## config.mk

```make
export PLATFORM = sky130hd
export DESIGN_NAME = wdt_rstgen
export DESIGN_NICKNAME = d
export VERILOG_FILES = /design/src/rtl/wdt_pkg.sv /design/src/rtl/wdt_tick_div.sv /design/src/rtl/wdt_por.sv /design/src/rtl/wdt_trig_filt.sv /design/src/rtl/wdt_window.sv /design/src/rtl/wdt_rstgen.sv
export SDC_FILE = /design/constraint.sdc
export NUM_CORES = 1
export LEC_CHECK = 0
export BUFFER_PORTS_ARGS = -buffer_cell sky130_fd_sc_hd__buf_4
export CAP_MARGIN = 25
export CORE_MARGIN = 3
export CORE_UTILIZATION = 57
export CTS_CLUSTER_SIZE = 14
export DETAILED_ROUTE_END_ITERATION = 6
export PLACE_DENSITY_LB_ADDON = 0.2
export RECOVER_POWER = 50
export SETUP_SLACK_MARGIN = 0.15
export SLEW_MARGIN = 20
export SYNTH_ARGS = -nofsm -noshare
export SYNTH_HDL_FRONTEND = slang
export SYNTH_SLANG_ARGS = --single-unit
```

## constraint.sdc

```tcl
create_clock -name clk -period 6.32 [get_ports clk]
set_clock_uncertainty 0.1 [all_clocks]
set_input_delay 0 -clock clk [delete_from_list [all_inputs] [get_ports clk]]
set_output_delay 0 -clock clk [all_outputs]
set_load 0.02 [all_outputs]
```

## src/rtl/wdt_pkg.sv

```systemverilog
package wdt_pkg;
  typedef enum logic [2:0] {
    WS_IDLE   = 3'd0,
    WS_LONG   = 3'd1,
    WS_CLOSED = 3'd2,
    WS_OPEN   = 3'd3,
    WS_TRIP   = 3'd4,
    WS_PAUSE  = 3'd5
  } wd_state_e;
endpackage

```

## src/rtl/wdt_tick_div.sv

```systemverilog
module wdt_tick_div #(
  parameter int OSC_DIV = 32
) (
  input  logic clk,
  input  logic rst_n,
  input  logic osc_tick,
  output logic cyc_tick
);
  localparam int DW = (OSC_DIV > 1) ? $clog2(OSC_DIV) : 1;
  localparam logic [DW-1:0] LAST = DW'(OSC_DIV - 1);

  logic [DW-1:0] cnt_q, cnt_d;

  always_comb begin
    cnt_d = cnt_q;
    if (osc_tick) begin
      cnt_d = (cnt_q == LAST) ? '0 : cnt_q + 1'b1;
    end
  end

  assign cyc_tick = osc_tick && (cnt_q == LAST);

  always_ff @(posedge clk or negedge rst_n) begin
    if (!rst_n) cnt_q <= '0;
    else        cnt_q <= cnt_d;
  end
endmodule

```

## src/rtl/wdt_por.sv

```systemverilog
module wdt_por #(
  parameter int POR_CYC = 16
) (
  input  logic clk,
  input  logic rst_n,
  input  logic cyc_tick,
  input  logic vcc_ok,
  output logic por_done
);
  localparam int PW = (POR_CYC > 1) ? $clog2(POR_CYC) : 1;
  localparam logic [PW-1:0] LAST = PW'(POR_CYC - 1);

  logic [PW-1:0] cnt_q, cnt_d;
  logic          done_q, done_d;

  always_comb begin
    cnt_d  = cnt_q;
    done_d = done_q;
    if (!vcc_ok) begin
      cnt_d  = '0;
      done_d = 1'b0;
    end else if (cyc_tick && !done_q) begin
      if (cnt_q == LAST) done_d = 1'b1;
      else               cnt_d  = cnt_q + 1'b1;
    end
  end

  assign por_done = done_q;

  always_ff @(posedge clk or negedge rst_n) begin
    if (!rst_n) begin
      cnt_q  <= '0;
      done_q <= 1'b0;
    end else begin
      cnt_q  <= cnt_d;
      done_q <= done_d;
    end
  end
endmodule

```

## src/rtl/wdt_trig_filt.sv

```systemverilog
module wdt_trig_filt #(
  parameter int HI_SAMPLES = 2,
  parameter int LO_SAMPLES = 2
) (
  input  logic clk,
  input  logic rst_n,
  input  logic cyc_tick,
  input  logic trig_bit,
  output logic trig_pulse
);
  localparam int FW = HI_SAMPLES + LO_SAMPLES;
  localparam logic [FW-1:0] MATCH = FW'(((1 << HI_SAMPLES) - 1) << LO_SAMPLES);

  logic [FW-1:0] hist_q, hist_d;
  logic          pulse_q, pulse_d;

  always_comb begin
    hist_d  = hist_q;
    pulse_d = 1'b0;
    if (cyc_tick) begin
      hist_d  = {hist_q[FW-2:0], trig_bit};
      pulse_d = (hist_d == MATCH);
    end
  end

  assign trig_pulse = pulse_q;

  always_ff @(posedge clk or negedge rst_n) begin
    if (!rst_n) begin
      hist_q  <= '0;
      pulse_q <= 1'b0;
    end else begin
      hist_q  <= hist_d;
      pulse_q <= pulse_d;
    end
  end
endmodule

```

## src/rtl/wdt_window.sv

```systemverilog
module wdt_window
  import wdt_pkg::*;
#(
  parameter int LONG_CYC   = 32,
  parameter int CLOSED_CYC = 12,
  parameter int OPEN_CYC   = 20,
  parameter int TRIP_CYC   = 4
) (
  input  logic clk,
  input  logic rst_n,
  input  logic cyc_tick,
  input  logic por_done,
  input  logic wd_active,
  input  logic trig_pulse,
  output logic in_trip,
  output logic trip_set
);
  localparam int MAXL = (LONG_CYC > OPEN_CYC) ? LONG_CYC : OPEN_CYC;
  localparam int CW   = $clog2(MAXL + 1);
  localparam logic [CW-1:0] LONG_LAST   = CW'(LONG_CYC - 1);
  localparam logic [CW-1:0] CLOSED_LAST = CW'(CLOSED_CYC - 1);
  localparam logic [CW-1:0] OPEN_LAST   = CW'(OPEN_CYC - 1);
  localparam logic [CW-1:0] TRIP_LAST   = CW'(TRIP_CYC - 1);

  wd_state_e     st_q, st_d;
  logic [CW-1:0] cnt_q, cnt_d;

  always_comb begin
    st_d     = st_q;
    cnt_d    = cnt_q;
    trip_set = 1'b0;
    if (!por_done) begin
      st_d  = WS_IDLE;
      cnt_d = '0;
    end else if (!wd_active) begin
      st_d  = WS_PAUSE;
      cnt_d = '0;
    end else begin
      unique case (st_q)
        WS_IDLE, WS_PAUSE: begin
          st_d  = WS_LONG;
          cnt_d = '0;
        end
        WS_LONG: begin
          if (trig_pulse) begin
            st_d  = WS_CLOSED;
            cnt_d = '0;
          end else if (cyc_tick) begin
            if (cnt_q == LONG_LAST) begin
              st_d     = WS_TRIP;
              cnt_d    = '0;
              trip_set = 1'b1;
            end else begin
              cnt_d = cnt_q + 1'b1;
            end
          end
        end
        WS_CLOSED: begin
          if (trig_pulse) begin
            st_d     = WS_TRIP;
            cnt_d    = '0;
            trip_set = 1'b1;
          end else if (cyc_tick) begin
            if (cnt_q == CLOSED_LAST) begin
              st_d  = WS_OPEN;
              cnt_d = '0;
            end else begin
              cnt_d = cnt_q + 1'b1;
            end
          end
        end
        WS_OPEN: begin
          if (trig_pulse) begin
            st_d  = WS_CLOSED;
            cnt_d = '0;
          end else if (cyc_tick) begin
            if (cnt_q == OPEN_LAST) begin
              st_d     = WS_TRIP;
              cnt_d    = '0;
              trip_set = 1'b1;
            end else begin
              cnt_d = cnt_q + 1'b1;
            end
          end
        end
        WS_TRIP: begin
          if (cyc_tick) begin
            if (cnt_q == TRIP_LAST) begin
              st_d  = WS_LONG;
              cnt_d = '0;
            end else begin
              cnt_d = cnt_q + 1'b1;
            end
          end
        end
        default: begin
          st_d  = WS_IDLE;
          cnt_d = '0;
        end
      endcase
    end
  end

  assign in_trip = (st_q == WS_TRIP);

  always_ff @(posedge clk or negedge rst_n) begin
    if (!rst_n) begin
      st_q  <= WS_IDLE;
      cnt_q <= '0;
    end else begin
      st_q  <= st_d;
      cnt_q <= cnt_d;
    end
  end
endmodule

```

## src/rtl/wdt_rstgen.sv

```systemverilog
module wdt_rstgen #(
  parameter int OSC_DIV    = 32,
  parameter int POR_CYC    = 16,
  parameter int LONG_CYC   = 32,
  parameter int CLOSED_CYC = 12,
  parameter int OPEN_CYC   = 20,
  parameter int TRIP_CYC   = 4,
  parameter int HI_SAMPLES = 2,
  parameter int LO_SAMPLES = 2
) (
  input  logic clk,
  input  logic rst_n,
  input  logic osc_tick,
  input  logic vcc_ok,
  input  logic trig_bit,
  input  logic susp_en,
  input  logic low_load,
  input  logic flash_mode,
  input  logic diag_read,
  output logic rst_out_n,
  output logic wd_rst_flag,
  output logic ctrl_clear
);
  logic cyc_tick, por_done, trig_pulse, in_trip, trip_set, wd_active;
  logic flag_q, flag_d, rlow_q, rlow_d, clr_q, clr_d;

  wdt_tick_div #(.OSC_DIV(OSC_DIV)) u_div (
    .clk(clk), .rst_n(rst_n), .osc_tick(osc_tick), .cyc_tick(cyc_tick)
  );

  wdt_por #(.POR_CYC(POR_CYC)) u_por (
    .clk(clk), .rst_n(rst_n), .cyc_tick(cyc_tick), .vcc_ok(vcc_ok),
    .por_done(por_done)
  );

  wdt_trig_filt #(.HI_SAMPLES(HI_SAMPLES), .LO_SAMPLES(LO_SAMPLES)) u_filt (
    .clk(clk), .rst_n(rst_n), .cyc_tick(cyc_tick), .trig_bit(trig_bit),
    .trig_pulse(trig_pulse)
  );

  assign wd_active = !flash_mode && !(susp_en && low_load);

  wdt_window #(
    .LONG_CYC(LONG_CYC), .CLOSED_CYC(CLOSED_CYC),
    .OPEN_CYC(OPEN_CYC), .TRIP_CYC(TRIP_CYC)
  ) u_win (
    .clk(clk), .rst_n(rst_n), .cyc_tick(cyc_tick), .por_done(por_done),
    .wd_active(wd_active), .trig_pulse(trig_pulse),
    .in_trip(in_trip), .trip_set(trip_set)
  );

  assign rst_out_n = vcc_ok && por_done && !in_trip;

  always_comb begin
    flag_d = flag_q;
    if (trip_set)       flag_d = 1'b1;
    else if (diag_read) flag_d = 1'b0;
    rlow_d = !rst_out_n;
    clr_d  = rlow_d && !rlow_q;
  end

  assign wd_rst_flag = flag_q;
  assign ctrl_clear  = clr_q;

  always_ff @(posedge clk or negedge rst_n) begin
    if (!rst_n) begin
      flag_q <= 1'b0;
      rlow_q <= 1'b0;
      clr_q  <= 1'b0;
    end else begin
      flag_q <= flag_d;
      rlow_q <= rlow_d;
      clr_q  <= clr_d;
    end
  end
endmodule

```

* Word-level counts from Yosys, hierarchy flattened
Index checks and enable logic that the tools add are counted. Widths: inputs -> output; s select.
Word-level totals: bits in registers 26, logic and storage cells 104
Cells by class: add/sub/neg operators 3, equality and inequality tests 23, mux-type cells 48, reduce and logical (&&, ||, !) cells 20
Operators by type and width (count):
- $mux 6 | 13
- $mux 3 | 13
- $ne 5x5->1 const B | 6
- $pmux 6 s4 | 1
- $mux 1 | 15
- $pmux 3 s5 | 1
- $eq 6x5->1 const B | 2
- $mux 4 | 3
- $eq 4x4->1 const B | 2
- $ne 4x4->1 const B | 2
- $reduce_and 8->1 | 1
- $logic_and 1x1->1 | 7
- $add 6x1->6 const B | 1
- $eq 3x2->1 const B | 2
- $eq 3x3->1 const B | 2
- $eq 6x2->1 const B | 1
- $eq 6x4->1 const B | 1
- $logic_not 1->1 | 6
- $add 5x1->5 const B | 1
- $eq 5x5->1 const B | 1
- $mux 5 | 1
- $add 4x1->4 const B | 1
- $ne 2x1->1 const B | 2
- $reduce_and 2->1 | 2
- 7 further kinds | 7

* Logic depth before layout (Yosys ltp)
depth in word-level cells 8, gate-level depth with buffers 9

* Hierarchy
A second synthesis with hierarchy kept.
Unflattened totals: cell total of the unflattened synthesis 146, area total of the unflattened synthesis 1467.7 um2
By module, submodules not included:
- wdt_window | instances 1, cells an instance 82, area an instance 694.4 um2, sequential area each 225.2 um2
- wdt_tick_div | instances 1, cells an instance 22, area an instance 267.8 um2, sequential area each 125.1 um2
- wdt_por | instances 1, cells an instance 23, area an instance 246.5 um2, sequential area each 125.1 um2
- wdt_trig_filt | instances 1, cells an instance 10, area an instance 147.6 um2, sequential area each 100.1 um2
- wdt_rstgen | instances 1, cells an instance 9, area an instance 111.4 um2, sequential area each 75.1 um2

* Least setup slack after synthesis
OpenSTA, ideal clock, no wires.
kind register -> register, from reg u_div.cnt_q[0], to reg u_win.cnt_q[5], library setup time 0.134 ns, arrival time 1.974 ns, setup slack 4.111 ns, cell stages (with the launch flop) 9, clock period less this slack 2.209 ns, cells stage by stage dfrtp_1 -> ha_1 -> and3_1 -> ha_1 -> and2_1 -> buf_6 -> nor3_1 -> nand3b_1 -> o311ai_1
Between the ends: longest elaborated chain between the ends 4, elaborated cells on any way between the ends 7, those cells by class 5 x eq/ne; 2 x reduce/logical
Ends and longest elaborated chain:
- from (decl) | RTL line wdt_tick_div.sv:12 | logic [DW-1:0] cnt_q, cnt_d;
- from (signal assigned) | RTL line wdt_tick_div.sv:25 | else cnt_q <= cnt_d;
- $eq 5x5->1 (*) | RTL line wdt_tick_div.sv:21 | assign cyc_tick = osc_tick && (cnt_q == LAST);
- $logic_and 1x1->1 (*) | RTL line wdt_tick_div.sv:21
- $ne 5x5->1 (no source line) / $ne 4x4->1 (equally long branches)
- $reduce_and 4->1 (no source line) (*)
- to (signal assigned) | RTL line wdt_window.sv:112 | cnt_q <= cnt_d;
- to (decl) | RTL line wdt_window.sv:26 | logic [CW-1:0] cnt_q, cnt_d;
Every way passes the cells marked *; elsewhere a longest branch is shown, timed or not. A chain may end at the register's enable or synchronous reset.

* Worst setup path in the final report
Ends and elaborated chain as after synthesis.

==> impl_metrics.yaml <==
outcome:
  status: "complete, no violations"
synth:
  syn_inst: 160
  ys_types: 43
  synth_edf_count: 0
  ys_ff_latch: 26
  ys_seq_area_share_pct: 43.1
  synth.most_common_cell: "dfrtp_1"
  async_reset_ff_share_pct: 100
  syn_nets: 173
  yosys.area.top_type: "dfrtp_1"
  avgSynthCellArea_um2: 9.44
  synth-main-ff-cell: "dfrtp_1"
  syn_area_um2: 1510
  synth_top_area_share_pct: 43.1
  yosys-top-cells-area: "dfrtp_1 43%, nand2_1 5.5%, nand3_1 3.6%"
  yosys-top-cells-count: "26 x dfrtp_1, 22 x nand2_1, 11 x nand3_1, 11 x o21ai_0, 10 x nor2_1"
  ys_warn_count: 0
sta:
  worst_slack_ns: 3.93
  maxSlewHeadroom_pct: 9.24
  hold_viol_final: 0
  grt_setup_unrepaired: "false"
  setup_tns_ns: 0
  fin_crit_sh_pct: 37.9
  worstMarginPinSlew_ns: 1.36
  fmaxAchievable_mhz: 418
  setup_viol: 0
  finalMaxSlewViolations: 0
  period_needed_ns: 2.39
grt:
  grt_pass1_vias: 1199
  grt_max_degree: 27
  grt.overflow.total: 0
  grt_util_all_layers_pct: 20.1
  antenna_found_initial: 0
  grt_first_pass_wirelength_um: 5290
detailed_routing:
  drc: 0
  wl_met1_um: 1300
  postRouteAntennaNets: 0
  firstDrtPassIters: 4
  vias: 1227
  viasPerCell: 6.04
  routed_wirelength_um: 2900
  dr_wl_met3_um: 98
  drt_iter0_drc: 68
  top_layer: "met4"
  wl_met2_um: 1470
  route.detailed.wl_per_inst_um: 14.3
setup_path:
  max_stage_delay_ns: 0.55
  path_cells: "ha_1 -> and3_1 -> ha_1 -> and2_1 -> nor3_1 -> nand3b_1 -> o311ai_1"
  cp.arrival_ns: 2.51
  path_buf_inv: 0
  cp_max_fo: 9
  path_class: "reg2reg"
  timing.rr.start: "u_div.cnt_q[0]"
  cp-startpoint: "u_div.cnt_q[0]"
  required_ns: 6.44
  slowest_stage: "nor3_1"
  start_kind: "flip-flop"
  cpMostUsedCell: "ha_1"
  crit_family: "simple AND/OR/NAND/NOR gates"
  endpoint_kind: "flip-flop"
flow_run:
  max-cap-violations: 0
clock_network:
  cts_tree: "built"
  root_buffer: "clkbuf_4"
  clk_pin_slew_ns: 0.15
  numCtsBuffers: 3
  h-tree-depth: 1
  cts_resized: 0
  clock_path_buffers: 2
  clock_sinks: 26
  clk_latency_ns: 0.32
die:
  fp.dieH_um: 57.5
  die_x_um: 57.5
  coreArea_um2: 2500
  rows: 18
  ioPinCount: 12
  initial_core_util_pct: 60.4
  die-area_um2: 3300
worst_hold_path:
  min-delay-start: "flash_mode"
  hold_class: "in2reg"
layout:
  drive_gt1_share_pct: 12.7
  antennaDiodeCount: 0
  nets: 187
  num-fill-cells: 194
  area_growth_pct: 10.5
place:
  gp_congestion: 0.918
  dp_slack_ns: 3.94
  io_buffers: 11
  hpwlAfterDp_um: 2120
pwr:
  cellPowerDensity_nw_per_um2: 225
  peakVddDrop_v: 0.000221
  p_leak_nw: 0.755
==> worst register-to-register path: cells and delay by family (launching register included) <==
kind,cells,cell delay (ns)
AND/OR/NAND/NOR,4,1.23
flip-flops,1,0.43
AO/OA/AOI/OAI,1,0.11
adder cells (fa/ha/maj),2,0.45
==> kinds of logic after synthesis <==
| logic type | after synthesis | synth area share (%) |
|---|---|---|
| adders and majority gates | 4 | 3.31 |
| xor gates and xnor gates | 1 | 0.580 |
| muxes | 8 | 5.55 |
| and+or+nand+nor | 72 | 26.2 |
| AOI/OAI and AO/OA | 34 | 15.2 |
| buffers and inverters | 15 | 6.13 |
| DFF | 26 | 43.1 |
==> cell usage in the layout, fill, tap and decap left out, types with 3 or more instances in the layout <==
cell           synthesis  final
dlygate4sd3_1          0      6
ha_1                   4      4
buf_4                  1      9
a21oi_1                5      5
nor2_1                10     10
nand2_1               22     22
and3_1                 3      3
inv_1                  7      7
nor3_1                 4      4
dfrtp_1               26     26
mux2_2                 3      3
and2_1                 3      3
nand3b_1               4      4
mux2i_1                5      5
clkbuf_4               0      3
o21ai_0               11     11
nand2b_1               3      3
nand3_1               11     11
==> sequential cells by signal, indices dropped and copies added (netlist names) <==
name and cells:
u_div.cnt_q 5, u_filt.hist_q 3, rlow_q 1, wd_rst_flag 1
u_win.st_q 3, u_win.cnt_q 6, ctrl_clear 1, u_por.cnt_q 4
u_por.por_done 1, u_filt.trig_pulse 1
==> worst paths after layout <==
path | endpoint | slack (ns) | cells past startpoint
hold / removal | u_win.cnt_q[4] | 0.02 | 4
hold reg to reg | ctrl_clear | 0.30 | 1
min in group asynchronous | u_win.cnt_q[4] | 0.93 | 3
setup reg to reg | u_win.cnt_q[5] | 3.93 | 7
max in group asynchronous | u_filt.trig_pulse | 4.38 | 3
setup / recovery | u_win.cnt_q[5] | 3.93 | 7
==> per-layer routing <==
layer / GRT usage [%] / vias to the layer above
met4: 7.28 / 0
met1: 26.3 / 591
met3: 4.30 / 4
met2: 32.6 / 26
li1: - / 606
met5: 0 / -
==> metrics by stage <==
stage	utilization [%]	total power [W]	hold WS, ns	instance area, µm²	std cells
after global placement	62.6	0.000258	-0.179	1560	193
after CTS	66.7	0.000378	0.0101	1670	202
final	66.8	0.000376	0.0223	1670	203
after floorplan	-	0.000244	-0.396	1510	160
after global routing	66.8	0.000399	0.0370	1670	203
after detailed placement	62.6	0.000264	-0.171	1560	193
==> power by group <==
part           internal (W)  total (W)  switching, W
Clock             0.0000641   0.000112     0.0000482
Sequential         0.000188   0.000207     0.0000185
Combinational     0.0000289  0.0000567     0.0000279
==> area by class of cell <==
| type | instances | area (µm²) | area share (%) |
|---|---|---|---|
| Inverter | 7 | 26.3 | 1.57 |
| Multi-Input combinational cell | 119 | 767 | 46.0 |
| Clock inverter | 1 | 30.0 | 1.80 |
| Clock buffer | 3 | 22.5 | 1.35 |
| Tap cell | 30 | 37.5 | 2.25 |
| Timing Repair Buffer | 17 | 135 | 8.10 |
| Sequential cell | 26 | 651 | 39.0 |
==> timing repair <==
item                                   CTS  global route
hold buffers                             5             1
setup buffers                            0             0
endpoints found under the hold margin   41             9
Note: power is estimated with default switching activity, not from simulation.
